==> config.mk <==
export PLATFORM = sky130hd
export DESIGN_NAME = bmat_unit
export DESIGN_NICKNAME = d
export VERILOG_FILES = /design/src/rtl/bmat_pkg.sv /design/src/rtl/bmat_flip.sv /design/src/rtl/bmat_cell.sv /design/src/rtl/bmat_unit.sv
export SDC_FILE = /design/constraint.sdc
export NUM_CORES = 1
export LEC_CHECK = 0
export ABC_CLOCK_PERIOD_IN_PS = 1700
export BUFFER_PORTS_ARGS = -buffer_cell sky130_fd_sc_hd__buf_4
export CORE_MARGIN = 5
export CORE_UTILIZATION = 28
export CTS_CLUSTER_DIAMETER = 200
export DETAILED_ROUTE_END_ITERATION = 8
export PLACE_DENSITY = 0.5
export SKIP_LAST_GASP = 1
export SYNTH_ARGS = -nofsm -noshare
export SYNTH_HDL_FRONTEND = slang
export SYNTH_HIERARCHICAL = 1
export SYNTH_SLANG_ARGS = --single-unit
export TNS_END_PERCENT = 10
==> constraint.sdc <==
create_clock -name clk -period 1.7 [get_ports clk]
set_clock_uncertainty 0.2 [all_clocks]
set_input_delay 0.51 -clock clk [delete_from_list [all_inputs] [get_ports clk]]
set_output_delay 0.51 -clock clk [all_outputs]
set_load 0.05 [all_outputs]
==> src/rtl/bmat_pkg.sv <==
package bmat_pkg;
  typedef enum logic [1:0] {
    BM_XOR = 2'b00,
    BM_OR  = 2'b01,
    BM_AND = 2'b10,
    BM_TRN = 2'b11
  } bm_op_e;
endpackage

==> src/rtl/bmat_flip.sv <==
module bmat_flip #(
  parameter int N = 8,
  localparam int W = N * N
) (
  input  logic [W-1:0] mat_i,
  output logic [W-1:0] mat_o
);
  for (genvar r = 0; r < N; r++) begin : g_row
    for (genvar c = 0; c < N; c++) begin : g_col
      assign mat_o[r*N + c] = mat_i[c*N + r];
    end
  end
endmodule

==> src/rtl/bmat_cell.sv <==
module bmat_cell
  import bmat_pkg::*;
#(
  parameter int N = 8
) (
  input  logic [N-1:0] row_i,
  input  logic [N-1:0] col_i,
  input  logic         aff_i,
  input  bm_op_e       op_i,
  output logic         bit_o
);
  logic [N-1:0] prod;

  assign prod = row_i & col_i;

  always_comb begin
    unique case (op_i)
      BM_XOR:  bit_o = aff_i ^ (^prod);
      BM_OR:   bit_o = |prod;
      BM_AND:  bit_o = &prod;
      default: bit_o = 1'b0;
    endcase
  end
endmodule

==> src/rtl/bmat_unit.sv <==
module bmat_unit
  import bmat_pkg::*;
#(
  parameter int N       = 8,
  parameter bit OUT_REG = 1'b1,
  localparam int W = N * N
) (
  input  logic         clk,
  input  logic         rst_n,
  input  logic [W-1:0] a_i,
  input  logic [W-1:0] b_i,
  input  logic [N-1:0] imm_i,
  input  logic [1:0]   op_i,
  output logic [W-1:0] res_o
);
  bm_op_e       op;
  logic [W-1:0] a_flip;
  logic [W-1:0] b_flip;
  logic [W-1:0] prod_res;
  logic [W-1:0] res_next;

  assign op = bm_op_e'(op_i);

  // Transposed B: byte c holds column c of B.
  bmat_flip #(.N(N)) u_flip_b (.mat_i(b_i), .mat_o(b_flip));
  bmat_flip #(.N(N)) u_flip_a (.mat_i(a_i), .mat_o(a_flip));

  for (genvar r = 0; r < N; r++) begin : g_r
    for (genvar c = 0; c < N; c++) begin : g_c
      bmat_cell #(.N(N)) u_cell (
        .row_i (a_i[r*N +: N]),
        .col_i (b_flip[c*N +: N]),
        .aff_i (imm_i[c]),
        .op_i  (op),
        .bit_o (prod_res[r*N + c])
      );
    end
  end

  always_comb begin
    res_next = (op == BM_TRN) ? a_flip : prod_res;
  end

  if (OUT_REG) begin : g_reg
    logic [W-1:0] res_q;
    always_ff @(posedge clk or negedge rst_n) begin
      if (!rst_n) res_q <= '0;
      else        res_q <= res_next;
    end
    assign res_o = res_q;
  end else begin : g_comb
    assign res_o = res_next;
  end
endmodule


* Word-level counts from Yosys, hierarchy flattened *
Cells that the tools add are included.

word-level totals
  flip-flop bits (word level) = 64
  input port bits = 140

operators by class
  equal/unequal tests = 3
  muxes and demuxes = 65
  bitwise operators = 128
  reduce and logical (&&, ||, !) cells = 193

operators with widths
  kind                                                  number
  AND 8 bit                                             64
  AND reduction 8 bit                                   64
  OR reduction 8 bit                                    64
  parity 8 bit                                          64
  one-hot mux 1 bit (3 select lines)                    64
  2-to-1 mux 64 bit                                     1
  XOR 1 bit                                             64
  equality test 2 bit (second input constant)           2
  equality test 2 x 1 -> 1 bit (second input constant)  1
  logical NOT 2 bit                                     1

* Logic depth before layout (Yosys ltp) *
Gate-level depths: netlist (run 1).

  word-level depth = 5
  mapped depth = 9
  gate-level depth less buffers = 8

* By module *
Netlist (run 1), hierarchy kept.

by module, submodules not included
  module                                instances  cells an instance  area each (um^2)
  bmat_cell (g_r[1].g_c[7].u_cell ...)  49         32                 237.7
  bmat_cell (g_r[0].g_c[0].u_cell ...)  15         33                 251.5
  bmat_unit                             1          135                2434.8
  bmat_flip                             2          64                 480.5

* Least setup slack after synthesis (run 1) *
No wires, ideal clock.

  kind = input port to flip-flop
  start = input port b_i[2]
  end = register g_reg.res_q[10] (netlist: res_o[10])
  setup slack = -656 ps
  buffers on the path = 1
  arrival = 2031 ps
  stages = 7
  setup time = 125 ps
  data required time = 1375 ps
  cell sequence = buf_4 > and2_1 > ha_1 > xnor3_1 > xnor2_1 > a211o_1 > mux2_4

between the ends
  cells in the longest elaborated chain, start to end = 5
  elaborated cells between the ends (all ways) = 7
  those cells by class = 2 x mux; 2 x bitwise; 3 x reduce/logical

RTL lines
  item                                  RTL line         text
  start: declaration                    bmat_unit.sv:11  input logic [W-1:0] b_i,
  AND 8 bit *                           bmat_cell.sv:14  assign prod = row_i & col_i;
  parity 8 bit                          bmat_cell.sv:18  BM_XOR: bit_o = aff_i ^ (^prod);
  XOR 1 bit                             bmat_cell.sv:18
  one-hot mux 1 bit (3 select lines) *  bmat_cell.sv:17  unique case (op_i)
  net prod_res[10]                      bmat_unit.sv:19  logic [W-1:0] prod_res;
  2-to-1 mux 64 bit *                   bmat_unit.sv:41  res_next = (op == BM_TRN) ? a_flip : prod_res;
  net res_next[10]                      bmat_unit.sv:20  logic [W-1:0] res_next;
  end signal: assignment                bmat_unit.sv:48  else res_q <= res_next;
  end: declaration                      bmat_unit.sv:45  logic [W-1:0] res_q;

Mark *: on every way through the listed nets, which the timed path passes. The rest lies on a longest branch.

* Final worst setup path (run 1) *
  start = input port b_i[58]
  end = register g_reg.res_q[50] (netlist: res_o[50])

Same word-level chain as after synthesis.

==> results of run 1 <==
==> cell type report <==
| class | count | area [sq um] | share of cell area (%) |
|---|---|---|---|
| Sequential cell | 64 | 1600 | 6.66 |
| Tap cell | 873 | 1090 | 4.54 |
| Clock inverter | 1 | 5.00 | 0.0208 |
| Antenna cell | 1 | 2.50 | 0.0104 |
| Timing Repair Buffer | 417 | 4370 | 18.2 |
| Inverter | 512 | 1920 | 8.00 |
| Clock buffer | 13 | 250 | 1.04 |
| Multi-Input combinational cell | 1616 | 14800 | 61.5 |
==> power by group <==
group	internal, W	total (W)	switching (W)	leakage, nW
Clock	0.00101	0.00196	0.000952	0.126
Combinational	0.00371	0.00791	0.00420	14.0
Sequential	0.00178	0.00195	0.000173	0.784
==> synthesized netlist by cell type, types with 49 or more instances <==
cell	instances
nand2_1	497
nand4_1	79
and2_1	64
xnor2_1	64
ha_1	512
dfrtp_1	64
mux2i_1	49
xnor3_1	64
o22ai_1	49
xor2_1	49
nand4b_1	49
inv_1	512
buf_4	128
mux2_2	59
==> worst max path at each step <==
stage | end | cells past startpoint | start
floorplan | res_o[10]$_DFF_PN0_ | 7 | b_i[18]
global placement | res_o[11]$_DFF_PN0_ | 7 | a_i[10]
detailed placement | res_o[11]$_DFF_PN0_ | 7 | a_i[11]
CTS | res_o[12]$_DFF_PN0_ | 7 | a_i[8]
global route | res_o[49]$_DFF_PN0_ | 8 | a_i[51]
finish | res_o[50]$_DFF_PN0_ | 8 | b_i[58]
==> what timing repair did <==
action                                  4_1_cts  5_1_grt
hold buffers                                  1        0
hold endpoints to repair                     13        0
buffers inserted                              5       10
endpoints found under the setup margin       99       94
gates cloned                                  5        1
pin swaps                                    12       17
resized for setup                           148      108
==> kinds of logic (layout without fill, tap and decap cells) <==
logic type / Yosys count / after routing
XOR/XNOR: 192 / 192
AO/OA/AOI/OAI: 64 / 64
AND/OR/NAND/NOR: 735 / 735
multiplexers: 113 / 113
other: 0 / 1
flip-flops: 64 / 64
buffers and inverters: 646 / 943
adder cells (fa/ha/maj): 512 / 512
==> layer usage <==
layer	track usage [%]	vias to the layer above	share of wire (%)
li1	-	7841	-
met1	28.2	8152	44
met2	36.0	556	46
met3	2.85	135	5.6
met4	8.93	0	4.1
met5	0	-	0
==> through the flow <==
stage / utilization [%] / worst slack, ns / cell area, sq um
after floorplan: - / -0.532 / 19200
after global placement: 33.4 / -0.907 / 22300
after detailed placement: 33.4 / -0.931 / 22300
after CTS: 35.0 / -0.366 / 23500
after global routing: 35.9 / -0.438 / 24000
final: 35.9 / -0.382 / 24000
==> critical path, cell delays in order <==
cell,delay [ns]
buf_4,0.19
nand2_1,0.12
ha_1,0.31
xnor3_1,0.36
xnor2_1,0.14
mux2i_1,0.16
o22ai_1,0.11
mux2_2,0.27
==> results.py, run 1 <==
metrics = {
    "outcome": {
        "status": "finished, violations left",
        "violations": "setup timing",
    },
    "synth": {
        "synthTopCellsByArea": "ha_1 (34%), inv_1 (10%), nand2_1 (9.9%)",
        "synth_warnings": 6,
        "synth_flop_cell": "dfrtp_1",
        "synth_edf_count": 0,
        "synth.largest_area_cell": "ha_1",
        "synth_compound_area_share_pct": 2.33,
        "post_synth_num_cell_types": 22,
        "synth-xor-area-share_pct": 14.2,
        "syn_avg_cell_area_sq_um": 8.09,
        "ys_seq_area_share_pct": 8.51,
        "synth_top_family_by_area": "adder cells",
        "synthAdderAreaFrac_pct": 34.0,
        "synth_cells": 2326,
        "async_reset_ff_share_pct": 100,
        "synth.top_cell.area_share_pct": 34.0,
        "synthMuxAreaShare_pct": 6.54,
        "syn_area_sq_um": 18800,
        "synth_seq_cells": 64,
        "yosys.area_share.simple_pct": 18.6,
        "synth_nets": 2978,
    },
    "cells_and_area": {
        "final_layout_size_suffix_gt1_share_pct": 23.1,
        "final_common_cell": "inv_1",
        "largest_register_ffs": 64,
        "mostFrequentLayoutCells": "inv_1 (507), ha_1 (486), nand2_1 (437), buf_4 (299), nand4_1 (79)",
        "syn2layout_area_growth_pct": 27.8,
        "fill_cells": 6832,
        "num-nets-final": 3272,
        "finalNonFillerCells": 3497,
    },
    "worst_setup_path": {
        "critical_path_arrival_ns": 2.17,
        "path_max_fanout": 8,
        "critPathLaunchType": "primary input",
        "endpoint_kind": "flop",
        "path_class": "in2reg",
        "worstPathRequired_ns": 1.79,
    },
    "clock_tree": {
        "cts_tree": "yes",
        "numCtsBuffers": 9,
        "cts.root.buffer_cell": "clkbuf_16",
        "htree_levels": 3,
        "clockBufferDepth": 2,
        "clk_pin_slew_worst_paths_ns": 0.07,
        "cts_sinks": 64,
    },
    "sta": {
        "hold_viol": 0,
        "worst_slew_pin_slew_ns": 0.412,
        "rsz0062_at_grt": "yes",
        "drv_slew": 0,
        "finalWorstSetupSlack_ns": -0.382,
        "finalCriticalPeriod_ns": 2.08,
        "period_share_pct": 122,
        "hold_ws_ns": 0.201,
        "setup_tns_ns": -20.58,
        "fmax_ghz": 0.480,
        "max_slew_margin_pct": 72.5,
        "setup_viol": 84,
    },
    "route": {
        "ant_nets": 0,
        "dr.first_iter.drc_count": 1246,
        "drt-pass1-iter-count": 5,
        "wl_per_cell_um": 23.1,
        "drt-total-wl_um": 80800,
        "num_vias": 16700,
        "viasPerCell": 4.77,
        "drc": 0,
    },
    "global_routing": {
        "antenna_found_initial": 0,
        "grt_pass1_wl_um": 115000,
        "grt_use_total_pct": 21.6,
        "grt_pass1_vias": 17000,
        "overflow": 0,
        "grt_max_degree": 41,
    },
    "worst_hold_path": {
        "worstHoldPathCells": 2,
        "hold_path_class": "in2reg",
        "min_to": "res_o[25]$_DFF_PN0_",
        "hp-start": "a_i[11]",
    },
    "placed_design": {
        "place.gp.congestion": 0.889,
        "dp_hpwl_um": 55300,
        "dp_cells": 3460,
        "port_buffers": 203,
    },
    "pwr": {
        "vdd_ir_drop_max_mv": 0.411,
        "power_density_nw_per_um2": 492,
        "power.total_w": 0.0118,
        "leakagePower_nw": 14.9,
    },
    "floorplan": {
        "dieArea_sq_um": 72500,
        "rows": 95,
        "coreArea_sq_um": 66900,
        "start_util_pct": 28.1,
        "die_w_um": 269,
        "ios": 204,
        "die_h_um": 269,
    },
    "flow_run": {
        "max_cap_violations": 0,
    },
}
(Power assumes the default switching activity.)
==> inputs of run 2 (changes only) <==
- SYNTH_HIERARCHICAL: 1 -> not set
==> run 2 against run 1 <==
The flow still finishes with violations (setup timing). First-iteration DRC count is 9.1% lower. Area after synthesis is 4.9% lower. Sequential power about the same. Critical endpoint is now res_o[4]$_DFF_PN0_. Largest cell class unchanged. Highest routed layer unchanged.
==> results.py, run 2 <==
metrics = {
    "worst_setup_path": {
        "critPathTopFamily": "XOR/XNOR gates",
        "critPathLaunchType": "primary input",
        "critical_path_arrival_ns": 1.97,
        "cpMaxStageDelayCell": "xnor3_1",
        "critPathMaxStageDelay_ns": 0.41,
        "worstPathRequired_ns": 1.80,
        "endpoint_kind": "flop",
        "crit_buf_inv": 2,
        "path_max_fanout": 3,
        "path_class": "in2reg",
        "cp-startpoint": "a_i[5]",
        "path_cells": "buf_12 > buf_6 > nand2_1 > ha_1 > xnor3_1 > xnor2_1 > o21ai_1 > a21boi_4",
    },
    "sta": {
        "rsz0062_at_grt": "yes",
        "period_share_pct": 110,
        "hold_viol": 0,
        "finalWorstSetupSlack_ns": -0.174,
        "max_slew_margin_pct": 75.4,
        "drv_slew": 0,
        "finalCriticalPeriod_ns": 1.87,
        "fmax_ghz": 0.534,
        "worst_slew_pin_slew_ns": 0.368,
        "setup_tns_ns": -7.96,
        "hold_ws_ns": 0.280,
        "setup_viol": 90,
    },
    "clock_tree": {
        "clk_pin_slew_worst_paths_ns": 0.07,
        "cts_sinks": 64,
        "clockBufferDepth": 2,
        "htree_levels": 3,
        "cts.root.buffer_cell": "clkbuf_16",
        "numCtsBuffers": 9,
        "cts_tree": "yes",
    },
    "synth": {
        "synth_edf_count": 0,
        "ys_seq_area_share_pct": 8.95,
        "synth_nets": 2979,
        "synth_warnings": 0,
        "synth_top_cells_by_count": "ha_1 (512), inv_1 (512), nand2_1 (448), clkbuf_1 (136), xnor2_1 (132)",
        "async_reset_ff_share_pct": 100,
        "syn_area_sq_um": 17900,
        "synth.top_cell.area_share_pct": 35.8,
        "synth_cells": 2327,
        "synth.largest_area_cell": "ha_1",
        "synth_flop_cell": "dfrtp_1",
        "synthTopCellsByArea": "ha_1 (36%), inv_1 (11%), nand2_1 (9.4%)",
        "syn_avg_cell_area_sq_um": 7.69,
        "post_synth_num_cell_types": 19,
        "synth_seq_cells": 64,
    },
    "cells_and_area": {
        "mostFrequentLayoutCells": "inv_1 (500), ha_1 (475), nand2_1 (394), buf_4 (362), xnor2_1 (122)",
        "multi_input_area_sq_um": 14800,
        "num-nets-final": 3364,
        "design_area_sq_um": 25200,
        "final_common_cell": "inv_1",
        "syn2layout_area_growth_pct": 40.9,
        "largest_register_ffs": 64,
        "regArea_sq_um": 1600,
        "fill_cells": 6299,
        "final_layout_size_suffix_gt1_share_pct": 26.5,
    },
    "outcome": {
        "status": "finished, violations left",
        "violations": "setup timing",
    },
    "pwr": {
        "p_int_w": 0.00683,
        "pwr-share-comb_pct": 66.1,
        "leakagePower_nw": 15.4,
        "power_density_nw_per_um2": 492,
        "clock_power_share_pct": 18.0,
        "switchingPower_w": 0.00557,
        "p_seq_share_pct": 16.0,
        "vdd_ir_drop_max_mv": 0.499,
        "swShare_pct": 44.9,
    },
    "global_routing": {
        "grt_use_total_pct": 23.2,
        "grt_pass1_vias": 17400,
        "grt.met3_usage_pct": 2.42,
        "grt_pass1_wl_um": 118000,
        "use_met1_pct": 28.6,
        "grt_busiest_layer": "met2",
        "overflow": 0,
        "grt_max_degree": 45,
        "antenna_found_initial": 1,
        "use_met2_pct": 40.5,
    },
    "route": {
        "drt-pass1-iter-count": 5,
        "wl_per_cell_um": 23.4,
        "drt-total-wl_um": 83600,
        "viasPerCell": 4.78,
        "ant_nets": 0,
        "drc": 0,
        "num_vias": 17100,
        "dr.first_iter.drc_count": 1132,
    },
    "placed_design": {
        "place.gp.congestion": 0.925,
        "post_dp_cell_area_sq_um": 22700,
        "port_buffers": 203,
        "dp_hpwl_um": 63800,
    },
    "floorplan": {
        "die_w_um": 263,
        "coreArea_sq_um": 63200,
        "ios": 204,
        "start_util_pct": 28.3,
        "die_h_um": 263,
        "rows": 92,
        "dieArea_sq_um": 69000,
    },
    "worst_hold_path": {
        "hold_path_class": "in2async",
    },
    "flow_run": {
        "max_cap_violations": 0,
    },
}
## run 2: cell count changes in the layout (fill, tap and decap cells not counted), sizes merged, moves of 49 or more
cell / before / now
xnor2: 64 / 132
buf: 412 / 528
o21ai: 0 / 62
xor2: 64 / 0
a21boi: 0 / 62
a21oi: 0 / 61
mux2: 64 / 0
and4: 0 / 63
nand4b: 49 / 0
o22ai: 49 / 0
nand2: 498 / 448
## run 2: worst paths after layout
kind                       slack (ns)             endpoint  depth (start not counted)
worst max-delay path            -0.17   res_o[4]$_DFF_PN0_                          8
worst min-delay path             0.28  res_o[44]$_DFF_PN0_                          2
max in group asynchronous        0.44  res_o[41]$_DFF_PN0_                          3
min in group clk                 0.28  res_o[43]$_DFF_PN0_                          3
## run 2: kinds of logic after synthesis
logic type	count (synthesis)	share of synthesized area, %
mux	64	3.72
buf+inv	667	14.2
fa+ha+maj	512	35.8
xor+xnor	194	14.3
compound gates	186	6.08
flops	64	8.95
simple gates	640	17.0
## run 2: per-layer routing
layer / up-vias / routed length, um
li1: 8033 / -
met1: 8249 / 34800
met2: 576 / 40400
met3: 195 / 3830
met4: 0 / 4560
met5: - / 0
## run 2: what timing repair did
action	CTS	global route
buffers inserted	26	15
pin swaps	44	68
resized for setup	299	185
hold endpoints to repair	4	0
hold buffers	1	0
cloned	1	0
setup endpoints to repair	97	96
## run 2: cell type report
type,instances,area share (%)
antenna,3,0.0298
clock buffer,11,1.00
clock inverter,5,0.218
inverter,512,7.65
multi-input combinational,1596,58.7
sequential,64,6.36
tap,846,4.20
timing repair buffer,529,21.8
## run 2: per-stage QoR
step                setup WS, ns  instances  util [%]  power, W
global route              -0.206       3564      39.9    0.0131
detailed placement        -0.912       3509      35.9   0.00950
floorplan                 -0.357       2327         -   0.00671
finish                    -0.174       3566      39.9    0.0124
global placement          -0.873       3509      35.9   0.00940
CTS                       -0.165       3550      38.6    0.0122
## run 2: power by group through the flow
stage / logic, W / registers (W) / clock network (W)
final: 0.00819 / 0.00198 / 0.00223
after global routing: 0.00874 / 0.00201 / 0.00232
after CTS: 0.00790 / 0.00200 / 0.00230
after detailed placement: 0.00747 / 0.00203 / 0
after global placement: 0.00736 / 0.00204 / 0
after floorplan: 0.00385 / 0.00286 / 0
